[config.mk]
export PLATFORM = sky130hd
export DESIGN_NAME = pwr_mode_ctrl
export DESIGN_NICKNAME = d
export VERILOG_FILES = /design/src/rtl/pwr_ctrl_pkg.sv /design/src/rtl/pwr_wake_timer.sv /design/src/rtl/pwr_state_fsm.sv /design/src/rtl/pwr_soft_reset.sv /design/src/rtl/pwr_mode_ctrl.sv
export SDC_FILE = /design/constraint.sdc
export NUM_CORES = 1
export LEC_CHECK = 0
export BUFFER_PORTS_ARGS = -buffer_cell sky130_fd_sc_hd__clkbuf_2
export CAP_MARGIN = 20
export CORE_AREA = 2 2 39 41
export CTS_CLUSTER_DIAMETER = 40
export DETAILED_ROUTE_END_ITERATION = 16
export DIE_AREA = 0 0 41 43
export PLACE_DENSITY_LB_ADDON = 0.1
export SKIP_LAST_GASP = 1
export SLEW_MARGIN = 20
export SYNTH_ARGS = -nofsm -noshare
export SYNTH_HDL_FRONTEND = slang
export SYNTH_SLANG_ARGS = --single-unit
[constraint.sdc]
create_clock -name clk -period 1.65 [get_ports clk]
set_input_delay 0 -clock clk [delete_from_list [all_inputs] [get_ports clk]]
set_output_delay 0 -clock clk [all_outputs]
set_load 0.01 [all_outputs]
[src/rtl/pwr_ctrl_pkg.sv]
package pwr_ctrl_pkg;
  typedef enum logic [1:0] {
    ST_RUN   = 2'd0,
    ST_STBY  = 2'd1,
    ST_SLEEP = 2'd2,
    ST_WAKE  = 2'd3
  } pwr_state_e;

  typedef struct packed {
    logic osc;
    logic bias;
    logic filt;
    logic rdy;
  } pwr_en_t;

  function automatic pwr_en_t state_enables(pwr_state_e st);
    pwr_en_t e;
    case (st)
      ST_RUN:   e = '{osc: 1'b1, bias: 1'b1, filt: 1'b1, rdy: 1'b1};
      ST_STBY:  e = '{osc: 1'b1, bias: 1'b1, filt: 1'b0, rdy: 1'b0};
      ST_WAKE:  e = '{osc: 1'b1, bias: 1'b1, filt: 1'b0, rdy: 1'b0};
      default:  e = '{osc: 1'b0, bias: 1'b0, filt: 1'b0, rdy: 1'b0};
    endcase
    return e;
  endfunction
endpackage

[src/rtl/pwr_wake_timer.sv]
module pwr_wake_timer #(
  parameter int WAKE_TICKS = 20
) (
  input  logic clk,
  input  logic rst_n,
  input  logic start,
  input  logic abort,
  input  logic tick,
  output logic done
);
  localparam int CW = $clog2(WAKE_TICKS + 1);
  localparam logic [CW-1:0] LAST = CW'(WAKE_TICKS);

  logic          running;
  logic [CW-1:0] cnt;

  assign done = running && (cnt == LAST);

  always_ff @(posedge clk or negedge rst_n) begin
    if (!rst_n) begin
      running <= 1'b0;
      cnt     <= '0;
    end else if (start) begin
      running <= 1'b1;
      cnt     <= '0;
    end else if (abort || done) begin
      running <= 1'b0;
      cnt     <= '0;
    end else if (running && tick) begin
      cnt <= cnt + 1'b1;
    end
  end
endmodule

[src/rtl/pwr_state_fsm.sv]
module pwr_state_fsm
  import pwr_ctrl_pkg::*;
(
  input  logic       clk,
  input  logic       rst_n,
  input  logic       pdw,
  input  logic       pss,
  input  logic       ext_clk,
  input  logic       wake_done,
  output pwr_state_e state,
  output logic       wake_start,
  output logic       wake_abort
);
  pwr_state_e nxt;

  assign wake_start = (state == ST_SLEEP) && !pdw && !ext_clk;
  assign wake_abort = (state == ST_WAKE) && pdw;

  always_comb begin
    nxt = state;
    case (state)
      ST_RUN:   if (pdw) nxt = pss ? ST_SLEEP : ST_STBY;
      ST_STBY:  if (!pdw) nxt = ST_RUN;
                else if (pss) nxt = ST_SLEEP;
      ST_SLEEP: if (!pdw) nxt = ext_clk ? ST_RUN : ST_WAKE;
      ST_WAKE:  if (pdw) nxt = ST_SLEEP;
                else if (wake_done) nxt = ST_RUN;
      default:  nxt = ST_RUN;
    endcase
  end

  always_ff @(posedge clk or negedge rst_n) begin
    if (!rst_n) state <= ST_RUN;
    else        state <= nxt;
  end
endmodule

[src/rtl/pwr_soft_reset.sv]
module pwr_soft_reset #(
  parameter int RST_LEN = 4
) (
  input  logic clk,
  input  logic rst_n,
  input  logic rs_wr,
  input  logic cfg_rd,
  output logic active,
  output logic valid
);
  localparam int CW = (RST_LEN > 1) ? $clog2(RST_LEN) : 1;
  localparam logic [CW-1:0] LAST = CW'(RST_LEN - 1);

  logic [CW-1:0] cnt;
  logic          finish;

  assign finish = active && (cnt == LAST);

  always_ff @(posedge clk or negedge rst_n) begin
    if (!rst_n) begin
      active <= 1'b0;
      cnt    <= '0;
    end else if (rs_wr) begin
      active <= 1'b1;
      cnt    <= '0;
    end else if (finish) begin
      active <= 1'b0;
      cnt    <= '0;
    end else if (active) begin
      cnt <= cnt + 1'b1;
    end
  end

  always_ff @(posedge clk or negedge rst_n) begin
    if (!rst_n)      valid <= 1'b0;
    else if (finish && !rs_wr) valid <= 1'b1;
    else if (cfg_rd) valid <= 1'b0;
  end
endmodule

[src/rtl/pwr_mode_ctrl.sv]
module pwr_mode_ctrl
  import pwr_ctrl_pkg::*;
#(
  parameter int WAKE_TICKS = 20,
  parameter int RST_LEN    = 4
) (
  input  logic       clk,
  input  logic       rst_n,
  input  logic       cfg_pdw,
  input  logic       cfg_pss,
  input  logic       cfg_rs_wr,
  input  logic       cfg_rd,
  input  logic       ext_clk_sel,
  input  logic       wake_tick,
  output logic       osc_en,
  output logic       bias_en,
  output logic       filt_en,
  output logic       ready,
  output logic       soft_rst,
  output logic       rst_valid,
  output logic [1:0] pwr_mode
);
  pwr_state_e st;
  pwr_en_t    en;
  logic       wk_start, wk_abort, wk_done;

  pwr_state_fsm u_fsm (
    .clk        (clk),
    .rst_n      (rst_n),
    .pdw        (cfg_pdw),
    .pss        (cfg_pss),
    .ext_clk    (ext_clk_sel),
    .wake_done  (wk_done),
    .state      (st),
    .wake_start (wk_start),
    .wake_abort (wk_abort)
  );

  pwr_wake_timer #(.WAKE_TICKS(WAKE_TICKS)) u_timer (
    .clk   (clk),
    .rst_n (rst_n),
    .start (wk_start),
    .abort (wk_abort),
    .tick  (wake_tick),
    .done  (wk_done)
  );

  pwr_soft_reset #(.RST_LEN(RST_LEN)) u_srst (
    .clk    (clk),
    .rst_n  (rst_n),
    .rs_wr  (cfg_rs_wr),
    .cfg_rd (cfg_rd),
    .active (soft_rst),
    .valid  (rst_valid)
  );

  assign en       = state_enables(st);
  assign osc_en   = en.osc;
  assign bias_en  = en.bias;
  assign filt_en  = en.filt && !soft_rst;
  assign ready    = en.rdy;
  assign pwr_mode = st;
endmodule

# == Yosys cells after proc, flatten, opt, wreduce, memory -nomap -nowiden ==
# Index checks and enable logic that the tools add are counted.
# classes
n_reduce_logical,21
eq_ne,9
addsub,2
muxes,22
# ops
cell,n
$mux W2,11
$mux W5,3
$logic_and A1 B1 Y1,8
$pmux W2 S4,1
$pmux W4 S2,1
$eq A2 B2 Y1 const B,3
$mux W1,6
$reduce_bool A2 Y1,3
$reduce_bool A3 Y1,2
$add A5 B1 Y5 const B,1
$eq A5 B5 Y1 const B,1
$logic_not A1 Y1,4
$ne A2 B2 Y1 const B,2
$reduce_and A4 Y1,1
$ne A3 B2 Y1 const B,1
$ne A3 B3 Y1 const B,1
$add A2 B1 Y2 const B,1
$eq A2 B1 Y1 const B,1
$logic_not A2 Y1,1
$reduce_or A2 Y1,1
$logic_or A1 B1 Y1,1
# totals
wordCells,60
regBits,12
inputBits,8
out_inout_bits,8

# == Depth between registers and ports, before layout ==
# depth
ltp_word,5
ltp_mapped,5
mapped_depth_nobuf,5

# == By module ==
# From an unflattened synthesis, not the netlist that was laid out.
# unflattened
hier_cells,63
hier_area_um2,634.4
# by_module_without_submodules
module,area_each_um2,cells_per_inst,n_inst
pwr_wake_timer,315.3,34,1
pwr_soft_reset,172.7,14,1
pwr_state_fsm,118.9,11,1
pwr_mode_ctrl,27.5,4,1

# == Least setup slack after synthesis ==
# Ideal clock, no wire load.
# synth_path
path_type,reg2reg
from,reg u_fsm.state[0]
to,reg u_timer.cnt[0]
path_slack_ns,0.351
setup_time_ns,0.134
required_ns,1.516
path_stages_with_launch,4
t_arrival_ns,1.165
cell_sequence,dfrtp_1 or3_1 a21boi_1 nor3_1
# synth_via
elab_chain_cells,5
word_cells_on_any_way,9
cone_classes,eq/ne: 2; mux: 2; reduce/logical: 5
# synth_lines
item,line_no,rtl
"start, declared",pwr_state_fsm.sv:10,"output pwr_state_e state,"
"start signal, assigned",pwr_state_fsm.sv:34,else state <= nxt;
$eq A2 B2 Y1,pwr_state_fsm.sv:17,assign wake_abort = (state == ST_WAKE) && pdw;
$logic_and A1 B1 Y1,pwr_state_fsm.sv:17,
$logic_or A1 B1 Y1,pwr_wake_timer.sv:26,end else if (abort || done) begin
$mux W5,pwr_wake_timer.sv:26,
$mux W5,pwr_wake_timer.sv:23,end else if (start) begin
"end signal, assigned",pwr_wake_timer.sv:30,cnt <= cnt + 1'b1;
"end, declared",pwr_wake_timer.sv:15,logic [CW-1:0] cnt;
# Several ways; a longest one is shown, not always the timed one.
# A chain may end at the register's enable or synchronous reset.

# == Worst setup path after layout ==
# layout_path
from,reg u_fsm.state[0]
to,reg u_timer.cnt[2]
# The elaborated chain is that of the path after synthesis.

==> out/results.ini <==
[cells_and_area]
fillers=127
final_nets=99
antenna_cells=0
drive_gt1_share_pct=21.8
fin_cells=103
syn2layout_area_growth_pct=24.6
final_cell_area_um2=779

[worst_setup_path]
cp_data_required_time_ps=1800
cp.arrival_ps=1530
max_stage_delay_ps=460
cp_max_fo=9
slowest_stage=dfrtp_1
worstSetupPathType=reg -> reg
crit_path_start_kind=flop
crit_path_cell_trace=or3_1, a21boi_1, nor3_1
endpoint_kind=flop

[logic_synthesis]
yosys.area.top_type_share_pct=48.0
avgSynthCellArea_um2=9.48
yosysTopAreaCell=dfrtp_1
syn_nets=77
synth_seq_cells=12
synth-seq-area-share_pct=48.0
yosysWarnings=0
synthTopCellsByArea=dfrtp_1, ha_1, mux2i_1
syn_area_um2=626
yosysUniqueCellTypes=22
syn_inst=66

[die]
die_x_um=41
fp.dieArea_um2=1760
start_util_pct=45.2
die_h_um=43
core_area_um2=1380
pin_count=16
rows=14

[timing]
hold_ws_ps=31.0
finClkSkew_ps=7.40
tns_ps=0
drv_slew=0
setup_viol=0
worst_slew_pin_slew_ps=372
hold_violations=0
period_share_pct=83.8
period_needed_ps=1380
rsz0062_at_grt=no
slew_headroom_pct=75.2
max_freq_ghz=0.723

[cts]
postCtsSetupRepairBufs=0
path_clk_slew_ps=80
cts.path.max_buffers=2
numCtsBuffers=3
cts_resized=0
htree_levels=1
clock-sinks=12
hold_buffers=3
tritoncts=yes
clock_latency_ps=270
cts_root_buffer=clkbuf_4

[detailed_routing]
via_per_inst=5.03
drc=0
ant_nets=0
wirelength_um=1180
drt_iter0_drc=8
dr.pass1.iters=3
wire_per_inst_um=11.4
dr_total_vias=518

[global_route]
antenna_found_initial=0
grt_pass1_vias=503
globalRoute.totalOverflow=0
grt_usage_pct=16.8
grt_max_degree=13
grt_pass1_wl_um=1970

[job]
drv_cap=0

[place]
dp.final_hpwl_um=900
place_area_um2=713
gp_congestion=0.639
dp.cells=96
portBuffers=15

[pwr]
peakVddDrop_v=0.000587
p_leak_nw=0.397
powerDensity_nw_per_um2=1190

[worst_hold_path]
holdCritPathClass=in -> reg

[status]
status=finished clean

-- sequential cells by signal, summed over array words and instances, names as in the netlist --
register	flops
u_timer.cnt	5
u_timer.running	1
u_fsm.state	2
u_srst.cnt	2
u_srst.active	1
u_srst.valid	1
-- layout make-up --
class	count	area [um^2]	area share, %
clock buffers	4	36.3	4.65
inverters	7	26.3	3.37
repair buffers	18	105	13.5
multi-input cells	46	292	37.4
well taps	16	20.0	2.57
flip-flops and latches	12	300	38.5
-- critical path, delay by kind of cell (launching register included) --
| kind | cells | cell delay (ps) |
|---|---|---|
| compound gates | 1 | 320 |
| simple gates | 2 | 480 |
| flops | 1 | 460 |
-- logic make-up (layout without fill, tap and decap cells) --
family	Yosys count	count (layout)	share of synthesized area [%]
compound gates	13	13	12.8
xor+xnor	2	2	2.80
fa+ha+maj	3	3	6.00
buf+inv	8	29	5.40
flops	12	12	48.0
mux	3	3	4.80
simple gates	25	25	20.2
-- where the power goes --
group / internal, mW / switching, mW
registers: 0.363 / 0.0749
clock network: 0.134 / 0.0928
logic: 0.128 / 0.134
-- synthesized netlist by cell type (all sizes together) --
cell type,number
a211oi,2
a21boi,1
a21o,1
a21oi,2
a2bb2oi,1
buf,1
dfrtp,12
ha,3
inv,7
mux2i,3
nand2,5
nand2b,2
nand3,3
nand3b,1
nand4b,1
nor2,5
nor3,4
o21ai,5
o22ai,1
or3,4
xnor2,1
xor2,1
-- through the flow --
step	util [%]	setup slack (ps)	power, mW
after CTS	56.3	250	0.940
after detailed placement	51.5	269	0.700
after global routing	56.3	164	1.00
after global placement	51.5	248	0.690
final	56.3	267	0.926
after floorplan	-	351	0.613
-- final timing paths --
path	startpoint	end	slack [ps]	depth (start not counted)
max	u_fsm.state[0]	u_timer.cnt[2]	270	3
min	cfg_pdw	u_fsm.state[1]	30	3
max reg2reg	u_fsm.state[0]	u_timer.cnt[2]	270	3
min in group asynchronous	rst_n	u_timer.running	140	2
max in group asynchronous	rst_n	u_fsm.state[1]	1270	2
min reg2reg	u_srst.valid	u_srst.valid	520	2
-- per-layer routing --
metal | GRT usage [%] | wire length (um)
met2 | 26.3 | 576
met3 | 6.28 | 39
met1 | 19.2 | 563
met5 | 0 | 0
met4 | 8.00 | 0
-- cell usage in the layout, fill, tap and decap left out --
| master | n |
|---|---|
| nand4b_1 | 1 |
| a21boi_1 | 1 |
| clkbuf_2 | 15 |
| inv_1 | 7 |
| xor2_1 | 1 |
| a2bb2oi_1 | 1 |
| a211oi_1 | 2 |
| nor3_1 | 4 |
| nand2_1 | 5 |
| o22ai_1 | 1 |
| nor2_1 | 5 |
| mux2i_1 | 3 |
| clkbuf_8 | 1 |
| dlygate4sd3_1 | 3 |
| ha_1 | 3 |
| clkbuf_4 | 3 |
| or3_1 | 4 |
| a21o_1 | 1 |
| nand3b_1 | 1 |
| a21oi_1 | 2 |
| xnor2_1 | 1 |
| dfrtp_1 | 12 |
| nand3_1 | 3 |
| nand2b_1 | 2 |
| o21ai_0 | 5 |
No activity file was read; power rests on OpenSTA's default activity.
